`src/rtl/regcmd_pkg.sv`:
```
package regcmd_pkg;

    localparam int NIB_W  = 4;
    localparam int BYTE_W = 2 * NIB_W;

    // Operation codes carried in the upper nibble of each command byte.
    localparam logic [NIB_W-1:0] OP_ADDR_LO    = 4'h1;
    localparam logic [NIB_W-1:0] OP_ADDR_HI    = 4'h2;
    localparam logic [NIB_W-1:0] OP_DATA_LO    = 4'h3;
    localparam logic [NIB_W-1:0] OP_DATA_HI_WR = 4'h4;
    localparam logic [NIB_W-1:0] OP_READ       = 4'h5;
    localparam logic [NIB_W-1:0] OP_READ_INC   = 4'h6;

    typedef enum logic {
        S_ACCEPT  = 1'b0,
        S_RESPOND = 1'b1
    } ctl_state_t;

endpackage

```
`src/rtl/regcmd_parser.sv`:
```
module regcmd_parser
    import regcmd_pkg::*;
(
    input  logic              clk,
    input  logic              rst_n,
    input  logic              cmd_valid,
    output logic              cmd_ready,
    input  logic [BYTE_W-1:0] cmd_byte,
    output logic              rsp_valid,
    input  logic              rsp_ready,
    output logic [BYTE_W-1:0] rsp_byte,
    output logic [BYTE_W-1:0] reg_addr,
    input  logic [BYTE_W-1:0] reg_rdata,
    output logic              reg_we,
    output logic [BYTE_W-1:0] reg_wdata
);

    ctl_state_t        state_q, state_d;
    logic [NIB_W-1:0]  addr_hi_q, addr_lo_q, data_lo_q;
    logic [BYTE_W-1:0] rsp_q;
    logic [NIB_W-1:0]  op, arg;
    logic              take;
    logic              is_read;

    assign op      = cmd_byte[BYTE_W-1:NIB_W];
    assign arg     = cmd_byte[NIB_W-1:0];
    assign is_read = (op == OP_READ) || (op == OP_READ_INC);

    // State register
    always_ff @(posedge clk or negedge rst_n) begin
        if (!rst_n) state_q <= S_ACCEPT;
        else        state_q <= state_d;
    end

    // Next state
    always_comb begin
        state_d = state_q;
        unique case (state_q)
            S_ACCEPT:  if (take && is_read) state_d = S_RESPOND;
            S_RESPOND: if (rsp_ready)       state_d = S_ACCEPT;
        endcase
    end

    // Outputs
    always_comb begin
        cmd_ready = 1'b0;
        rsp_valid = 1'b0;
        unique case (state_q)
            S_ACCEPT:  cmd_ready = 1'b1;
            S_RESPOND: rsp_valid = 1'b1;
        endcase
        take      = cmd_valid && cmd_ready;
        reg_we    = take && (op == OP_DATA_HI_WR);
        reg_wdata = {arg, data_lo_q};
        reg_addr  = {addr_hi_q, addr_lo_q};
        rsp_byte  = rsp_q;
    end

    // Datapath: address, pending nibble, response byte
    always_ff @(posedge clk or negedge rst_n) begin
        if (!rst_n) begin
            addr_hi_q <= '0;
            addr_lo_q <= '0;
            data_lo_q <= '0;
            rsp_q     <= '0;
        end else if (take) begin
            case (op)
                OP_ADDR_LO: addr_lo_q <= arg;
                OP_ADDR_HI: addr_hi_q <= arg;
                OP_DATA_LO: data_lo_q <= arg;
                OP_READ:    rsp_q     <= reg_rdata;
                OP_READ_INC: begin
                    rsp_q     <= reg_rdata;
                    addr_lo_q <= addr_lo_q + 1'b1;
                end
                default: ;
            endcase
        end
    end

    AST_STALL_WHILE_PENDING: assert property (@(posedge clk) disable iff (!rst_n)
        rsp_valid |-> !cmd_ready);
    AST_RSP_HOLD: assert property (@(posedge clk) disable iff (!rst_n)
        (rsp_valid && !rsp_ready) |=> (rsp_valid && $stable(rsp_byte)));
    AST_READ_RESPONDS: assert property (@(posedge clk) disable iff (!rst_n)
        (cmd_valid && cmd_ready && is_read) |=> (rsp_valid && rsp_byte == $past(reg_rdata)));
    AST_INC_IN_PAGE: assert property (@(posedge clk) disable iff (!rst_n)
        (cmd_valid && cmd_ready && op == OP_READ_INC) |=>
        (reg_addr[BYTE_W-1:NIB_W] == $past(reg_addr[BYTE_W-1:NIB_W]) &&
         reg_addr[NIB_W-1:0] == NIB_W'($past(reg_addr[NIB_W-1:0]) + 1'b1)));
    AST_ADDR_LO_KEEPS_PAGE: assert property (@(posedge clk) disable iff (!rst_n)
        (cmd_valid && cmd_ready && op == OP_ADDR_LO) |=>
        $stable(reg_addr[BYTE_W-1:NIB_W]));
    AST_WRITE_KEEPS_ADDR: assert property (@(posedge clk) disable iff (!rst_n)
        reg_we |=> $stable(reg_addr));

endmodule

```
`src/rtl/regcmd_regfile.sv`:
```
module regcmd_regfile
    import regcmd_pkg::*;
#(
    parameter logic [BYTE_W-1:0] ID_VALUE     = 8'hA5,
    parameter logic [BYTE_W-1:0] ID_ADDR      = 8'h00,
    parameter logic [BYTE_W-1:0] SCRATCH_ADDR = 8'h01,
    parameter logic [NIB_W-1:0]  USER_PAGE    = 4'h1
) (
    input  logic              clk,
    input  logic              rst_n,
    input  logic [BYTE_W-1:0] addr,
    input  logic              we,
    input  logic [BYTE_W-1:0] wdata,
    output logic [BYTE_W-1:0] rdata
);

    localparam int PAGE_SIZE = 1 << NIB_W;

    logic [BYTE_W-1:0] scratch_q;
    logic [BYTE_W-1:0] user_q [PAGE_SIZE];
    logic              in_user;

    assign in_user = (addr[BYTE_W-1:NIB_W] == USER_PAGE);

    always_ff @(posedge clk or negedge rst_n) begin
        if (!rst_n)                         scratch_q <= '0;
        else if (we && addr == SCRATCH_ADDR) scratch_q <= wdata;
    end

    for (genvar i = 0; i < PAGE_SIZE; i++) begin : g_user
        always_ff @(posedge clk or negedge rst_n) begin
            if (!rst_n)
                user_q[i] <= '0;
            else if (we && in_user && addr[NIB_W-1:0] == NIB_W'(i))
                user_q[i] <= wdata;
        end
    end

    always_comb begin
        if (addr == ID_ADDR)           rdata = ID_VALUE;
        else if (addr == SCRATCH_ADDR) rdata = scratch_q;
        else if (in_user)              rdata = user_q[addr[NIB_W-1:0]];
        else                           rdata = '1;
    end

    AST_ID_READ: assert property (@(posedge clk) disable iff (!rst_n)
        (addr == ID_ADDR) |-> (rdata == ID_VALUE));
    AST_SCRATCH_WRITE: assert property (@(posedge clk) disable iff (!rst_n)
        (we && addr == SCRATCH_ADDR) |=> (scratch_q == $past(wdata)));
    AST_SCRATCH_HOLD: assert property (@(posedge clk) disable iff (!rst_n)
        !(we && addr == SCRATCH_ADDR) |=> $stable(scratch_q));

endmodule

```
`src/rtl/regcmd_decoder.sv`:
```
module regcmd_decoder
    import regcmd_pkg::*;
#(
    parameter logic [BYTE_W-1:0] ID_VALUE     = 8'hA5,
    parameter logic [BYTE_W-1:0] ID_ADDR      = 8'h00,
    parameter logic [BYTE_W-1:0] SCRATCH_ADDR = 8'h01,
    parameter logic [NIB_W-1:0]  USER_PAGE    = 4'h1
) (
    input  logic              clk,
    input  logic              rst_n,
    input  logic              cmd_valid,
    output logic              cmd_ready,
    input  logic [BYTE_W-1:0] cmd_byte,
    output logic              rsp_valid,
    input  logic              rsp_ready,
    output logic [BYTE_W-1:0] rsp_byte
);

    logic [BYTE_W-1:0] reg_addr, reg_rdata, reg_wdata;
    logic              reg_we;

    regcmd_parser u_parser (
        .clk       (clk),
        .rst_n     (rst_n),
        .cmd_valid (cmd_valid),
        .cmd_ready (cmd_ready),
        .cmd_byte  (cmd_byte),
        .rsp_valid (rsp_valid),
        .rsp_ready (rsp_ready),
        .rsp_byte  (rsp_byte),
        .reg_addr  (reg_addr),
        .reg_rdata (reg_rdata),
        .reg_we    (reg_we),
        .reg_wdata (reg_wdata)
    );

    regcmd_regfile #(
        .ID_VALUE     (ID_VALUE),
        .ID_ADDR      (ID_ADDR),
        .SCRATCH_ADDR (SCRATCH_ADDR),
        .USER_PAGE    (USER_PAGE)
    ) u_regs (
        .clk   (clk),
        .rst_n (rst_n),
        .addr  (reg_addr),
        .we    (reg_we),
        .wdata (reg_wdata),
        .rdata (reg_rdata)
    );

endmodule

```
`config.mk`:
```
export PLATFORM = sky130hd
export DESIGN_NAME = regcmd_decoder
export DESIGN_NICKNAME = d
export VERILOG_FILES = /design/src/rtl/regcmd_pkg.sv /design/src/rtl/regcmd_parser.sv /design/src/rtl/regcmd_regfile.sv /design/src/rtl/regcmd_decoder.sv
export SDC_FILE = /design/constraint.sdc
export NUM_CORES = 1
export LEC_CHECK = 0
export ABC_AREA = 1
export BUFFER_PORTS_ARGS = -buffer_cell sky130_fd_sc_hd__buf_2
export CELL_PAD_IN_SITES_DETAIL_PLACEMENT = 0
export CELL_PAD_IN_SITES_GLOBAL_PLACEMENT = 1
export CORE_MARGIN = 2
export CORE_UTILIZATION = 43
export DETAILED_ROUTE_END_ITERATION = 7
export PLACE_DENSITY_LB_ADDON = 0.3
export SETUP_SLACK_MARGIN = 0.05
export SLEW_MARGIN = 10
export SYNTH_ARGS = -nofsm -noshare
export SYNTH_HDL_FRONTEND = slang
export SYNTH_SLANG_ARGS = --single-unit
```
`constraint.sdc`:
```
create_clock -name clk -period 2 [get_ports clk]
set_input_delay 0.2 -clock clk [delete_from_list [all_inputs] [get_ports clk]]
set_output_delay 0.2 -clock clk [all_outputs]
set_load 0.005 [all_outputs]
```
## Word-level counts from Yosys, hierarchy flattened

Index checks and enable logic that the tools add are counted.
Widths: inputs -> output; s select.

- Flip-flop bits (word level): 157
- Bits of input ports: 12
- Output and inout bits: 10
- Logic and storage cells: 91

- Add/subtract/negate cells: 1
- $lt $le $gt $ge: 1
- Equality and inequality tests: 23
- Muxes and demuxes: 12
- Bitwise gates (word level): 2
- Reductions and logical operators: 30

Operator list:

| operator | count |
|---|---|
| $mux 8 | 5 |
| $bmux 8 s4 | 1 |
| $eq 4x4->1 const B | 8 |
| $eq 4x3->1 const B | 7 |
| $logic_and 1x1->1 | 21 |
| $eq 4x2->1 const B | 4 |
| $eq 4x1->1 const B | 3 |
| $eq 8x1->1 const B | 1 |
| $logic_not 8->1 | 1 |
| $pmux 4 s2 | 1 |
| $reduce_and 2->1 | 4 |
| $ge 5x5->1 const B | 1 |
| $not 4->5 | 1 |
| $add 4x1->4 const B | 1 |
| $logic_not 4->1 | 1 |
| $mux 1 | 4 |
| $pmux 1 s2 | 1 |
| $reduce_bool 2->1 | 1 |
| $reduce_or 2->1 | 1 |
| $logic_or 1x1->1 | 1 |
| $not 1->1 | 1 |

## Depth between registers and ports, before layout

- Depth in word-level cells: 7
- Depth in mapped cells: 12
- Depth with buffers taken out: 11

## By module

A second synthesis with hierarchy kept.

- Cell total of the unflattened synthesis: 957
- Area, all modules: 7666.1 um^2

Modules (own cells, without submodules):

| module | times used | cells an instance | area each (um^2) | seq. area each (um^2) |
|---|---|---|---|---|
| regcmd_regfile | 1 | 836 | 6602.6 | 3403.3 |
| regcmd_parser | 1 | 121 | 1063.5 | 525.5 |

## Worst setup path before layout

No wires, ideal clock.

- Kind: register -> register
- Start point: register u_parser.addr_lo_q[1]
- End point: register u_regs.scratch_q[5]
- Library setup time: 0.139 ns
- Arrival time: 1.864 ns
- Data required time: 1.861 ns
- Slack: -0.003 ns
- Stages on the path, launching flop included: 11
- Buffers on the path: 3
- Clock period less this slack: 2.003 ns
- Cells stage by stage: dfrtp_1 > inv_1 > buf_2 > buf_1 > ha_1 > nand2_1 > nor2_2 > nand2_1 > clkbuf_1 > nand2_1 > o21ai_0

- Word-level cells in the longest chain between the ends: 2

Ends and longest elaborated chain:

| what | line | text |
|---|---|---|
| start: declaration | regcmd_parser.sv:19 | `logic [NIB_W-1:0] addr_hi_q, addr_lo_q, data_lo_q;` |
| start signal: assignment | regcmd_parser.sv:68 | `OP_ADDR_LO: addr_lo_q <= arg;` |
| start signal: assignment | regcmd_parser.sv:74 | `addr_lo_q <= addr_lo_q + 1'b1;` |
| $eq 8x1->1 | regcmd_regfile.sv:27 | `else if (we && addr == SCRATCH_ADDR) scratch_q <= wdata;` |
| $logic_and 1x1->1 | regcmd_regfile.sv:27 |  |
| end signal: assignment | regcmd_regfile.sv:27 |  |
| end: declaration | regcmd_regfile.sv:19 | `logic [BYTE_W-1:0] scratch_q;` |

Every way passes these cells.
A chain may end at the register's enable or synchronous reset.

## Final worst setup path

- Start point: register u_parser.state_q
- End point: register u_regs.user_q[4] (netlist name)

- Word-level cells in the longest chain between the ends: 5

Ends and longest elaborated chain:

| what | line | text |
|---|---|---|
| start: declaration | regcmd_parser.sv:18 | `ctl_state_t state_q, state_d;` |
| start signal: assignment | regcmd_parser.sv:32 | `else state_q <= state_d;` |
| $mux 1 | regcmd_parser.sv:48 | `unique case (state_q)` |
| $logic_and 1x1->1 | regcmd_parser.sv:52 | `take = cmd_valid && cmd_ready;` |
| $logic_and 1x1->1 | regcmd_parser.sv:53 | `reg_we = take && (op == OP_DATA_HI_WR);` |
| $logic_and 1x1->1 (2 in series) | regcmd_regfile.sv:34 | `else if (we && in_user && addr[NIB_W-1:0] == NIB_W'(i))` |
| end signal: indexed assignment | regcmd_regfile.sv:35 | `user_q[i] <= wdata;` |
| end: declaration | regcmd_regfile.sv:20 | `logic [BYTE_W-1:0] user_q [PAGE_SIZE];` |

Every way passes these cells.

==> qor.txt <==
status -> complete, no violations
crit-path max FO -> 16
Max Clock Skew -> 0.00983 ns
Power Density -> 1030 nW/µm²
sequential power share -> 38.6%
most common cell in the synthesized netlist -> nand2_1
P&R area growth vs syn -> 13.9%
Clk network pwr share -> 38.7%
final core occ -> 49.8%
Comb pwr share -> 22.7%
Final nets -> 954
Max clock buf depth -> 2
DR WL/cell -> 16.6 µm
antenna-violating nets left -> 0
CTS Sinks -> 157
Main synth FF type -> dfrtp_1
# diodes -> 0
Vias/cell -> 5.06
Net Sw Frac -> 31.8%
Root Driver -> clkbuf_16
critical-path cell list -> inv_1, nand3_2, nor3_4, nand2_4, nor2_4, nand2_2, nand2_1, o21ai_2
setup violators final -> 0
CP required -> 2.32 ns
Die Ht -> 136 µm
gr usage total -> 22.8%
Residual DRC -> 0
critical path's slowest cell -> dfrtp_1
worst setup margin -> 0.134 ns
LEAKAGE -> 0.00404 µW
WS Path Type -> flip-flop to flip-flop
Place WS -> 0.160 ns
Startpoint Class -> flip-flop
crit path time final -> 1.87 ns
sw power -> 2810 µW
clock-pin slew on the worst setup and hold paths -> 0.06 ns
relative slew slack -> 56.1%
Synth top cells by count -> 293 x nand2_1, 157 x dfrtp_1, 85 x o21ai_1, 76 x o21ai_0, 61 x nor2_1
slowest stage delay, CP -> 0.37 ns
total gr overflow -> 0
die width -> 136 µm
FFs w/ async S/R, synth -> 100%
Rows -> 48
Routed WL -> 19.5 mm
sequential-to-total area share from yosys stat -> 52.1%
initial antenna violation count -> 0
Distinct cells, synth -> 31
Core Footprint -> 17,200 µm²
Yosys reg bits -> 157
Final period util -> 93.3%
Clk Latency, worst-skew pair -> 0.43 ns
post-DP HPWL -> 12.5 mm
Initial Util -> 43.8%
Ports -> 22
max-cap viol count -> 0
post-synth net total -> 932
fraction of layout cells with a size suffix above 1 -> 15.0%
first-pass GRT wire length -> 31.9 mm
vias in the first global route -> 5,654
Mean Syn Cell Area -> 8.23 µm²
CTS tree -> yes
Peak Freq -> 536 MHz
post-synth top area share -> 52.1%
largest area contributor in the netlist -> dfrtp_1
worst hold path type -> primary input to flip-flop
Synth area leaders -> dfrtp_1 52%, nand2_1 15%, o21ai_1 5.6%
CP Data Arrival Time -> 2.18 ns
unrepaired setup endpoints after global routing -> yes
Sum Neg Setup Slack -> 0 ns
postcts setup bufs -> 0
DR pass1 iterations -> 5
Final Hold Viols -> 0
Crit path buffers/inverters -> 1
Synth Warn # -> 0
EDFF count, synth -> 0
pin count of the biggest net entering global routing -> 65
initial drt markers -> 479
Final Power -> 8850 µW
CP top delay family -> simple AND/OR/NAND/NOR gates
Peak VDD IR -> 0.000595 V
Placer Congestion -> 0.813
Synth Cell Area -> 7540 µm²
vias -> 5,946
die area -> 18,600 µm²
Slew Limit Fails -> 0
Worst Max-Slew Pin Slew -> 0.655 ns
CTS buffer count -> 17
Buffers on Ports -> 21
H-Tree Depth -> 4
Int Pwr -> 6040 µW
Syn Inst Count -> 916
Setup crit end kind -> flip-flop
-- path summary, 6_finish.rpt --
check	from	endpoint	slack [ns]	depth (start not counted)
max	u_parser.state_q$_DFF_PN0_	u_regs.user_q[4]$_DFFE_PN0P_	0.13	8
min	cmd_byte[3]	u_parser.addr_lo_q[3]$_DFFE_PN0P_	0.09	3
max reg2reg	u_parser.state_q$_DFF_PN0_	u_regs.user_q[4]$_DFFE_PN0P_	0.13	8
min reg2reg	u_regs.user_q[78]$_DFFE_PN0P_	u_regs.user_q[78]$_DFFE_PN0P_	0.48	2
max in group asynchronous	rst_n	u_regs.user_q[78]$_DFFE_PN0P_	1.22	3
min in group asynchronous	rst_n	u_regs.user_q[125]$_DFFE_PN0P_	0.13	2
-- cell usage in the layout (no fill, tap or decap) --
master and n:
dfrtp_2 1, dlygate4sd3_1 2, a22oi_1 1, nand3b_1 1, buf_4 23, o21ai_2 31
clkinv_4 3, inv_6 2, buf_2 20, nor2_2 2, nand3_2 1, o22ai_1 4
o211ai_1 2, nand3_1 44, buf_6 1, clkinvlp_4 1, clkbuf_1 1, nand4_1 1
nor3_1 1, nand2_4 5, buf_12 7, a21oi_4 1, bufinv_16 4, inv_2 1
nand2_1 292, nor2_4 4, dfrtp_1 156, nor2_8 1, clkinv_2 4, inv_1 57
ha_1 4, nor2_1 61, clkbuf_16 17, clkinv_1 2, a21oi_1 18, o21ai_0 76
or2_2 1, o21ai_1 85, nor3_4 1, nand2_2 12
-- through the flow --
stage               instance area [µm²]  hold WS [ns]  instances
finish                             8590        0.0864       1176
detailed placement                 7940        0.0118       1142
global route                       8590         0.110       1176
CTS                                8580        0.0787       1176
floorplan                          7540       -0.0956        916
global placement                   7940        0.0117       1142
-- power groups by stage --
stage | Clock [µW] | Sequential (µW) | Combinational [µW]
4_1_cts | 3480 | 3410 | 2030
3_3_place_gp | 0 | 3470 | 2020
6_report | 3430 | 3410 | 2010
5_1_grt | 3600 | 3430 | 2250
2_1_floorplan | 0 | 3450 | 1170
3_5_place_dp | 0 | 3470 | 2010
-- cell type report --
class,count,area [µm²]
multi-input combinational,649,3090
tap,225,282
inverter,60,225
timing repair buffer,53,444
fill,1701,8650
sequential,157,3930
clock inverter,14,191
clock buffer,18,429
-- kinds of logic (layout without fill, tap and decap cells) --
logic type,Yosys count,in the layout,share of synthesized area [%]
buf+inv,110,145,7.08
compound gates,218,218,16.3
simple gates,427,427,23.8
flops,157,157,52.1
fa+ha+maj,4,4,0.664
-- routing by layer --
metal / track usage (%) / vias up / share of wire (%) / routed length, µm
met5: 0 / - / 0 / 0
met2: 35.8 / 118 / 45 / 8880
met3: 3.91 / 28 / 4.2 / 817
met4: 8.80 / 0 / 2.2 / 425
li1: - / 2999 / - / -
met1: 31.6 / 2801 / 48 / 9420
-- flip-flops by register name, summed over array words and instances (netlist names) --
| register | cells |
|---|---|
| u_regs.scratch_q | 8 |
| u_parser.rsp_byte | 8 |
| u_parser.state_q | 1 |
| u_parser.data_lo_q | 4 |
| u_parser.addr_lo_q | 4 |
| u_regs.user_q | 128 |
| u_parser.addr_hi_q | 4 |
-- tightest hold or removal path, stage by stage --
cell and delay, ns:
buf_2 0.11, o211ai_1 0.09, o21ai_0 0.07
-- what timing repair did --
action,in CTS,in global routing
hold buffers,2,0
resized for setup,0,2
endpoints found under the setup margin,0,73
hold endpoints to repair,158,0
Note: power is estimated with default switching activity, not from simulation.
